$ cat src/rtl/uart_baud_pkg.sv
package uart_baud_pkg;
  localparam int REG_W   = 32;
  localparam int PRE_W   = 4;
  localparam int DIV_W   = 10;
  localparam int PRE_LSB = 16;
  localparam int DIV_LSB = 0;
  localparam int OVS     = 13;

  typedef struct packed {
    logic load;
  } baudStrobe_t;
endpackage

$ cat src/rtl/uart_baud_ctrl.sv
module uart_baud_ctrl
  import uart_baud_pkg::*;
#(
  parameter int RegW   = REG_W,
  parameter int PreW   = PRE_W,
  parameter int DivW   = DIV_W,
  parameter int PreLsb = PRE_LSB,
  parameter int DivLsb = DIV_LSB
) (
  input  logic            clk,
  input  logic            rstN,
  input  logic            wrEn,
  input  logic [RegW-1:0] wrData,
  input  logic            preWrap,
  output logic [PreW-1:0] activePre,
  output logic [DivW-1:0] activeDiv,
  output logic            busy,
  output baudStrobe_t     strobe
);
  logic [PreW-1:0] pendPre;
  logic [DivW-1:0] pendDiv;
  logic            accept;

  assign accept      = wrEn && !busy;
  assign strobe.load = busy && preWrap;

  always_ff @(posedge clk) begin
    if (!rstN) begin
      pendPre   <= '0;
      pendDiv   <= '0;
      activePre <= '0;
      activeDiv <= '0;
      busy      <= 1'b0;
    end else if (accept) begin
      pendPre <= wrData[PreLsb +: PreW];
      pendDiv <= wrData[DivLsb +: DivW];
      busy    <= 1'b1;
    end else if (strobe.load) begin
      activePre <= pendPre;
      activeDiv <= pendDiv;
      busy      <= 1'b0;
    end
  end

  // an idle write raises busy on the next cycle
  a_r5_busy_rise: assert property (@(posedge clk) disable iff (!rstN)
    (wrEn && !busy) |=> busy);

  // busy only drops on a prescaler wrap
  a_r6_fall_on_wrap: assert property (@(posedge clk) disable iff (!rstN)
    $fell(busy) |-> $past(preWrap));

  // active fields change only through a load
  a_r7_active_hold: assert property (@(posedge clk) disable iff (!rstN)
    !strobe.load |=> ($stable(activePre) && $stable(activeDiv)));
endmodule

$ cat src/rtl/uart_baud_datapath.sv
module uart_baud_datapath
  import uart_baud_pkg::*;
#(
  parameter int PreW = PRE_W,
  parameter int DivW = DIV_W,
  parameter int Ovs  = OVS
) (
  input  logic            clk,
  input  logic            rstN,
  input  logic [PreW-1:0] activePre,
  input  logic [DivW-1:0] activeDiv,
  input  baudStrobe_t     strobe,
  output logic            preWrap,
  output logic            ovsTick,
  output logic            bitTick
);
  localparam int OvsW = (Ovs > 1) ? $clog2(Ovs) : 1;
  localparam logic [OvsW-1:0] OvsLast = OvsW'(Ovs - 1);

  logic [PreW-1:0] preCnt;
  logic [DivW-1:0] divCnt;
  logic [OvsW-1:0] ovsCnt;
  logic            divWrap;

  assign preWrap = (preCnt == activePre);
  assign divWrap = (divCnt == activeDiv);

  always_ff @(posedge clk) begin
    if (!rstN || strobe.load) begin
      preCnt  <= '0;
      divCnt  <= '0;
      ovsCnt  <= '0;
      ovsTick <= 1'b0;
      bitTick <= 1'b0;
    end else begin
      ovsTick <= 1'b0;
      bitTick <= 1'b0;
      if (preWrap) begin
        preCnt <= '0;
        if (divWrap) begin
          divCnt  <= '0;
          ovsTick <= 1'b1;
          if (ovsCnt == OvsLast) begin
            ovsCnt  <= '0;
            bitTick <= 1'b1;
          end else begin
            ovsCnt <= ovsCnt + 1'b1;
          end
        end else begin
          divCnt <= divCnt + 1'b1;
        end
      end else begin
        preCnt <= preCnt + 1'b1;
      end
    end
  end

  // a bit tick always coincides with an oversample tick
  a_r4_bit_on_ovs: assert property (@(posedge clk) disable iff (!rstN)
    bitTick |-> ovsTick);

  // the prescale count never passes its limit
  a_r3_pre_bound: assert property (@(posedge clk) disable iff (!rstN)
    preCnt <= activePre);

  // pulses are one cycle wide unless the total division is 1
  a_r3_single_pulse: assert property (@(posedge clk) disable iff (!rstN)
    (ovsTick && !(activePre == '0 && activeDiv == '0)) |=> !ovsTick);

  // a load restarts the chain without a tick
  a_r8_restart: assert property (@(posedge clk) disable iff (!rstN)
    strobe.load |=> (!ovsTick && !bitTick && ovsCnt == '0));
endmodule

$ cat src/rtl/uart_baud_gen.sv
module uart_baud_gen
  import uart_baud_pkg::*;
(
  input  logic             clk,
  input  logic             rstN,
  input  logic             wrEn,
  input  logic [REG_W-1:0] wrData,
  output logic             busy,
  output logic [REG_W-1:0] divValue,
  output logic             ovsTick,
  output logic             bitTick
);
  logic [PRE_W-1:0] activePre;
  logic [DIV_W-1:0] activeDiv;
  logic             preWrap;
  baudStrobe_t      strobe;

  uart_baud_ctrl #(
    .RegW(REG_W), .PreW(PRE_W), .DivW(DIV_W), .PreLsb(PRE_LSB), .DivLsb(DIV_LSB)
  ) uCtrl (
    .clk(clk), .rstN(rstN), .wrEn(wrEn), .wrData(wrData), .preWrap(preWrap),
    .activePre(activePre), .activeDiv(activeDiv), .busy(busy), .strobe(strobe)
  );

  uart_baud_datapath #(
    .PreW(PRE_W), .DivW(DIV_W), .Ovs(OVS)
  ) uDp (
    .clk(clk), .rstN(rstN), .activePre(activePre), .activeDiv(activeDiv),
    .strobe(strobe), .preWrap(preWrap), .ovsTick(ovsTick), .bitTick(bitTick)
  );

  always_comb begin
    divValue = '0;
    divValue[PRE_LSB +: PRE_W] = activePre;
    divValue[DIV_LSB +: DIV_W] = activeDiv;
  end
endmodule

$ cat config.mk
export PLATFORM = sky130hd
export DESIGN_NAME = uart_baud_gen
export DESIGN_NICKNAME = d
export VERILOG_FILES = /design/src/rtl/uart_baud_pkg.sv /design/src/rtl/uart_baud_ctrl.sv /design/src/rtl/uart_baud_datapath.sv /design/src/rtl/uart_baud_gen.sv
export SDC_FILE = /design/constraint.sdc
export NUM_CORES = 1
export LEC_CHECK = 0
export BUFFER_PORTS_ARGS = -buffer_cell sky130_fd_sc_hd__buf_2
export CAP_MARGIN = 20
export CELL_PAD_IN_SITES_DETAIL_PLACEMENT = 1
export CELL_PAD_IN_SITES_GLOBAL_PLACEMENT = 2
export CORE_MARGIN = 1
export CORE_UTILIZATION = 26
export DETAILED_ROUTE_END_ITERATION = 7
export GPL_TIMING_DRIVEN = 0
export HOLD_SLACK_MARGIN = 0.1
export PLACE_DENSITY_LB_ADDON = 0.2
export SETUP_SLACK_MARGIN = 0.5
export SLEW_MARGIN = 15
export SYNTH_ARGS = -nofsm -noshare
export SYNTH_HDL_FRONTEND = slang
export SYNTH_SLANG_ARGS = --single-unit
$ cat constraint.sdc
create_clock -name clk -period 1.6 [get_ports clk]
set_input_delay 0.16 -clock clk [delete_from_list [all_inputs] [get_ports clk]]
set_output_delay 0.16 -clock clk [all_outputs]
set_load 0.05 [all_outputs]
==> results of run 1 <==
==> logic make-up (layout without fill, tap and decap cells) <==
family,count (synthesis),after routing
adders and majority gates,4,4
xor gates and xnor gates,25,25
buffers and inverters,29,95
and+or+nand+nor,110,110
muxes,1,1
DFF,49,49
AOI/OAI and AO/OA,35,35
other,1,18
==> layout by cell type, fill, tap and decap left out, drive strengths merged <==
cell,n
buf,67
nand2,63
dfxtp,49
a21boi,28
xor2,23
conb,18
nor2,18
clkbuf,12
dlygate4sd3,11
nand4,7
nand3,6
a21oi,5
ha,4
inv,3
nor4,3
nand2b,2
xnor2,2
o21ai,2
and3,2
and2,2
and4,2
nor2b,1
nor3,1
nor3b,1
nor4b,1
nand3b,1
mux2i,1
bufinv,1
clkinvlp,1
==> registers in the layout (all words and copies together), names as in the netlist <==
name / cells
uDp.ovsTick: 1
uDp.preCnt: 4
uCtrl.pendPre: 4
uCtrl.pendDiv: 10
uDp.bitTick: 1
uCtrl.activePre: 4
uCtrl.activeDiv: 10
uDp.ovsCnt: 4
uDp.divCnt: 10
uCtrl.busy: 1
==> area by class of cell <==
class | instances | area [µm²]
inverter | 3 | 11.3
fill | 994 | 5100
sequential | 49 | 1020
clock inverter | 2 | 37.5
clock buffer | 6 | 82.6
buffer | 26 | 209
timing repair buffer | 58 | 445
tap | 105 | 131
multi-input combinational | 193 | 1220
==> repair_timing <==
action	in CTS	in global routing
setup buffers	9	4
hold buffers	11	0
pin swaps	7	5
hold endpoints to repair	11	0
resized for setup	33	28
gates cloned	1	0
endpoints found under the setup margin	58	49
==> through the flow <==
| stage | worst slack [ns] | utilization, % | power [W] |
|---|---|---|---|
| detailed placement | -0.325 | 32.1 | 0.00234 |
| floorplan | 0.00474 | - | 0.00213 |
| CTS | 0.00961 | 37.0 | 0.00353 |
| global route | -0.0877 | 38.3 | 0.00378 |
| finish | -0.00605 | 38.3 | 0.00357 |
| global placement | -0.306 | 32.1 | 0.00233 |
==> power breakdown <==
part           leakage (nW)  switching (W)  internal, W
Sequential            0.410      0.0000956      0.00132
Clock                0.0574       0.000426     0.000509
Combinational         0.940       0.000683     0.000543
==> critical path: cells and delay by family (launching register included) <==
| family | cells | cell delay [ns] |
|---|---|---|
| AO/OA/AOI/OAI | 1 | 0.13 |
| flip-flops | 1 | 0.37 |
| XOR/XNOR | 1 | 0.18 |
| AND/OR/NAND/NOR | 3 | 0.60 |
| buffers and inverters | 2 | 0.27 |
==> layer usage <==
metal	vias to the layer above	track usage [%]
li1	958	-
met1	867	16.2
met2	30	22.3
met3	6	2.82
met4	0	4.23
met5	-	0
==> worst max path at each step <==
stage | startpoint | to | slack (ns) | cells past startpoint
after floorplan | uCtrl.activePre[2] | uDp.divCnt[0] | 0.005 | 5
after global placement | uDp.preCnt[2] | uDp.divCnt[9] | -0.31 | 5
after detailed placement | uDp.preCnt[2] | uDp.divCnt[1] | -0.32 | 5
after CTS | uDp.preCnt[1] | uDp.divCnt[5] | 0.01 | 8
after global routing | uDp.preCnt[1] | uDp.ovsCnt[2] | -0.09 | 7
final | uDp.preCnt[1] | uDp.ovsCnt[2] | -0.006 | 7
==> reports/qor.csv, run 1 <==
stage;metric;value;unit
outcome;outcome;finished, violations left;
outcome;violations;setup timing;
clock_network;clock_latency;0.30;ns
routing;drt_first_pass_iters;4;
routing;drt-initial-drc-count;35;
global_route;grt_max_degree;16;
global_route;grt_antenna_before_repair;0;
sta;max_clock_freq;623;MHz
routing;wirelength;5.40;mm
worst_setup_path;r2r-end;uDp.ovsCnt[2];
yosys;ys.flop_type;dfxtp_1;
worst_setup_path;critical-path-max-stage-delay;0.37;ns
clock_network;clk_pin_slew;0.10;ns
min_path;min_to;uCtrl.pendPre[2];
clock_network;cts_sinks;49;
yosys;synth_edf_count;0;
yosys;ys_warn_count;0;
worst_setup_path;worstRegToRegCells;7;
global_route;grt_pass1_vias;1789;
routing;wl_per_cell;12.2;µm
yosys;synth_common_cells;nand2_1 (62), dfxtp_1 (49), xor2_1 (23);
floorplanning;ios;70;
yosys;syn_area;0.00222;mm²
yosys;async_flop_share;0;%
yosys;yosys.area.top_type_share;44.2;%
worst_setup_path;cpMostUsedCell;buf_6;
yosys;syn_area_per_cell;8.74;µm²
yosys;synth_most_common_cell;nand2_1;
power;vdd_drop_max;0.000359;V
sta;skew;0.0105;ns
floorplanning;die_area;0.00892;mm²
floorplanning;core;0.00826;mm²
worst_setup_path;crit_path_cell_trace;xor2_2 -> nor4_4 -> buf_6 -> buf_6 -> and4_4 -> nand3b_1 -> a21oi_1;
sta;hold_viol;0;
clock_network;cts_tree;done;
routing;vias;1861;
sta;timing.hold.ws;0.104;ns
sta;period_minus_slack;1.61;ns
floorplanning;num_rows;33;
worst_setup_path;path_class;flip-flop to flip-flop;
worst_setup_path;arrival;1.84;ns
yosys;post-synth-top-area-cell;dfxtp_1;
min_path;hp-start;wrData[18];
yosys;synth_top_family_by_area;simple AND/OR/NAND/NOR gates;
min_path;hold_class;input port to flip-flop;
floorplanning;die_x;94.4;µm
sta;fin_tns_setup;-0.00772;ns
final_layout;final_cells;442;
routing;via_per_inst;4.21;
yosys;synth_compound_area_share;11.0;%
routing;met2_length;2.67;mm
yosys;synth_cell_types;35;
placement;dp.cells;409;
yosys;synth.mux.area_fraction;0.451;%
yosys;ys_seq_area_share;44.2;%
power;total_leakage_power;1.41;nW
placement;port_buffers;33;
clock_network;cts_made_buffers;5;
routing;top_layer_used;met4;
worst_setup_path;reg2reg_from;uDp.preCnt[1];
sta;timing.final.ws_setup;-0.00605;ns
routing;drcViolationCount;0;
power;powerDensity;1130;mW/mm²
routing;wl_met1;2.51;mm
sta;rsz0062_at_grt;true;
clock_network;cts-root-buf;clkbuf_8;
sta;setup_viol;2;
yosys;synthAdderAreaFrac;2.25;%
yosys;synthSimpleGateAreaFrac;23.4;%
sta;finalCritPeriodShare;100;%
worst_setup_path;critPathMaxFanout;5;
final_layout;diodes;0;
worst_setup_path;slowest_stage;dfxtp_4;
yosys;synth_xor_area_share;9.86;%
yosys;syn-instance-count;254;
worst_setup_path;cp.required;1.84;ns
worst_setup_path;cp-end-kind;flip-flop;
final_layout;fin_nets;375;
final_layout;final_area;0.00316;mm²
global_route;grt_pass1_wl;8.94;mm
floorplanning;die_h;94.4;µm
final_layout;layout-drive-gt1-share;36.2;%
placement;dpl.hpwl;3.82;mm
global_route;grt_usage;13.0;%
placement;gp_congestion;0.708;
worst_setup_path;setup.worst_path.start_class;flip-flop;
clock_network;clockBufferDepth;2;
global_route;overflow;0;
flow_run;max_cap_viol_count;0;
placement;placed_area;0.00265;mm²
routing;postRouteAntennaNets;0;
final_layout;syn2layout_area_growth;42.4;%
worst_setup_path;reg2reg_slack;-0.006;ns
routing;met3_length;150;µm
yosys;ys_ff_latch;49;
yosys;synth_area_leaders;dfxtp_1 (44%), nand2_1 (10%), xor2_1 (9.1%), a21boi_0 (6.1%), buf_4 (6.1%);
floorplanning;start_util;26.9;%
sta;final_max_slew_viol_count;0;
clock_network;htreeDepth;2;
min_path;min_delay_path_depth;3;
No activity file was read; power rests on OpenSTA's default activity.
==> run 2, diff against run 1 <==
==> constraint.sdc (replaced) <==
create_clock -name clk -period 1.6 [get_ports clk]
set_input_delay 0.16 -clock clk [delete_from_list [all_inputs] [get_ports clk]]
set_output_delay 0.16 -clock clk [all_outputs]
set_load 0.005 [all_outputs]
==> run 2 against run 1 <==
The run now ends clean. Die area unchanged. Clock power up 0.5%. Total power down 2.3%. Clock-buffer cell count up 1. Global-route usage up 0.42 points. Via count up 0.86%. Register-to-register slack about the same. Design area down 0.67%. Critical path type unchanged. Largest cell class unchanged.
==> reports/qor.csv, run 2 (same netlist as run 1, synthesis figures left out) <==
stage;metric;value;unit;change
sta;rsz0062_at_grt;true;;
floorplanning;die_area;0.00892;mm²;unchanged
routing;wirelength;5.53;mm;+2.3%
final_layout;fin_util;38.0;%;-0.26 points
power;seqPwrFrac;40.4;%;+0.9 points
sta;setup_viol;0;;-2
clock_network;htreeDepth;2;;unchanged
worst_setup_path;setup.worst_path.start_class;flip-flop;;
final_layout;syn2layout_area_growth;41.4;%;
flow_run;max_cap_viol_count;0;;unchanged
worst_setup_path;path_class;flip-flop to flip-flop;;
clock_network;clockBufferDepth;2;;unchanged
min_path;hold_class;input port to flip-flop;;
worst_setup_path;r2r-end;uDp.ovsCnt[3];;
worst_setup_path;arrival;1.80;ns;-0.04 ns
worst_setup_path;critPathMaxFanout;7;;+2
sta;tightest_slew;0.644;ns;
routing;drt-initial-drc-count;43;;+23%
min_path;hp-start;wrData[2];;
sta;max_clock_freq;625;MHz;+0.39%
clock_network;cts_made_buffers;5;;unchanged
routing;wl_per_cell;12.5;µm;+2.1%
final_layout;reg.largest.list;uCtrl.activeDiv (10), uCtrl.pendDiv (10), uDp.divCnt (10);;
clock_network;cts-root-buf;clkbuf_8;;
sta;finalCritPeriodShare;100;%;-0.39 points
final_layout;final_common_cell;nand2_1;;
routing;drcViolationCount;0;;unchanged
sta;final_max_slew_viol_count;0;;unchanged
routing;via_per_inst;4.24;;+0.63%
routing;vias;1877;;+0.86%
power;p_int;0.00239;W;+1.2%
worst_setup_path;cp-end-kind;flip-flop;;
final_layout;diodes;0;;unchanged
floorplanning;ios;70;;unchanged
clock_network;cts_tree;done;;
final_layout;layout-drive-gt1-share;33.1;%;-3.1 points
power;p_comb_share;32.6;%;-1.7 points
sta;skew;0.00584;ns;-0.00461 ns
sta;period_minus_slack;1.60;ns;-0.00624 ns
placement;gp_congestion;0.709;;about the same
worst_setup_path;reg2reg_slack;0.0002;ns;about the same
power;powerDensity;1110;mW/mm²;-1.7%
floorplanning;num_rows;33;;unchanged
final_layout;final_cell_mix;nand2_1 (56), dfxtp_1 (42), buf_2 (33), buf_4 (26), xor2_1 (22);;
power;switching_share;31.4;%;-2.4 points
worst_setup_path;reg2reg_from;uCtrl.activePre[2];;
global_route;grt_pass1_wl;9.31;mm;+4.1%
placement;dpl.hpwl;3.80;mm;-0.44%
final_layout;fin_nets;376;;+0.27%
final_layout;final_cells;443;;+0.23%
worst_setup_path;worstRegToRegCells;7;;unchanged
global_route;overflow;0;;unchanged
outcome;outcome;complete, no violations;;
floorplanning;start_util;26.9;%;unchanged
floorplanning;die_h;94.4;µm;unchanged
sta;slew-limit-headroom;57.1;%;
clock_network;clock_latency;0.30;ns;about the same
clock_network;cts_sinks;49;;unchanged
placement;dp.cells;409;;unchanged
sta;hold_viol;0;;unchanged
power;vdd_drop_max;0.000340;V;-5.3%
worst_setup_path;cp.required;1.80;ns;-0.04 ns
routing;drt_first_pass_iters;4;;unchanged
clock_network;clk_pin_slew;0.09;ns;about the same
power;total_leakage_power;1.43;nW;+1.4%
routing;postRouteAntennaNets;0;;unchanged
floorplanning;core;0.00826;mm²;unchanged
min_path;min_to;uCtrl.pendDiv[2];;
min_path;min_delay_path_depth;3;;unchanged
global_route;grt_max_degree;15;;-1
power;clkPwrFrac;26.9;%;+0.7 points
placement;port_buffers;33;;unchanged
global_route;grt_pass1_vias;1876;;+4.9%
floorplanning;die_x;94.4;µm;unchanged
global_route;grt_usage;13.5;%;+0.42 points
global_route;grt_antenna_before_repair;0;;unchanged
power;power_switching;0.00109;W;-9.2%
-- run 2: cell types whose count changed in the layout (fill, tap and decap cells not counted), moves of 3 or more --
| cell | before | now |
|---|---|---|
| buf_2 | 19 | 33 |
| dfxtp_1 | 28 | 42 |
| buf_4 | 36 | 26 |
| dfxtp_2 | 16 | 6 |
| dfxtp_4 | 5 | 1 |
| buf_6 | 11 | 8 |
-- run 2: power by group through the flow --
stage	logic, W	registers (W)	clock network (W)
CTS	0.00102	0.00141	0.000968
detailed placement	0.000717	0.00143	0
global placement	0.000715	0.00143	0
floorplan	0.000524	0.00141	0
global route	0.00125	0.00143	0.00101
finish	0.00114	0.00141	0.000940
-- run 2: how the worst max path moves through the flow --
stage / from / end / slack, ns / depth (start not counted)
floorplan: uCtrl.activePre[2] / uDp.ovsCnt[3] / 0.07 / 5
global placement: uDp.preCnt[2] / uDp.divCnt[9] / -0.29 / 5
detailed placement: uDp.preCnt[2] / uDp.divCnt[9] / -0.29 / 5
CTS: uCtrl.activePre[0] / uDp.ovsCnt[3] / 0.02 / 7
global route: uCtrl.activePre[2] / uDp.ovsCnt[3] / -0.09 / 7
finish: uCtrl.activePre[2] / uDp.ovsCnt[3] / 0.0002 / 7
-- run 2: per-layer routing --
| metal | track usage [%] | vias up | wire length, µm |
|---|---|---|---|
| met5 | 0 | - | 0 |
| met4 | 5.00 | 0 | 96 |
| met3 | 1.93 | 10 | 122 |
| met2 | 22.9 | 33 | 2670 |
| met1 | 17.1 | 875 | 2640 |
| li1 | - | 959 | - |
-- run 2: layout make-up --
class,count,area (µm²)
sequential,49,992
multi-input combinational,194,1270
clock buffer,7,86.3
timing repair buffer,58,415
tap,105,131
fill,999,5120
inverter,3,11.3
buffer,26,206
clock inverter,1,30.0
-- run 2: through the flow --
stage	cell area, µm²	setup TNS, ns	power (W)	setup WS, ns	hold WS, ns
after global placement	2600	-5.91	0.00215	-0.287	0.404
final	3140	0	0.00349	0.000192	0.107
after global routing	3140	-1.51	0.00368	-0.0870	0.122
after detailed placement	2600	-6.30	0.00215	-0.288	0.409
after floorplan	2300	0	0.00194	0.0726	0.276
after CTS	3020	0	0.00339	0.0249	0.107
-- run 2: timing repair --
| action | in CTS | in global routing |
|---|---|---|
| cloned | 2 | 1 |
| pin swaps | 6 | 18 |
| endpoints found under the setup margin | 45 | 45 |
| resized for setup | 27 | 29 |
| hold buffers | 12 | 0 |
| hold endpoints to repair | 12 | 0 |
| setup buffers | 10 | 1 |
-- run 2: critical path: stages (launching register included) --
cell and delay, ns:
dfxtp_2 0.35, xor2_2 0.18, nor4_4 0.28, buf_6 0.20
nand4_4 0.10, buf_6 0.17, nor3b_2 0.16, o21ai_1 0.07
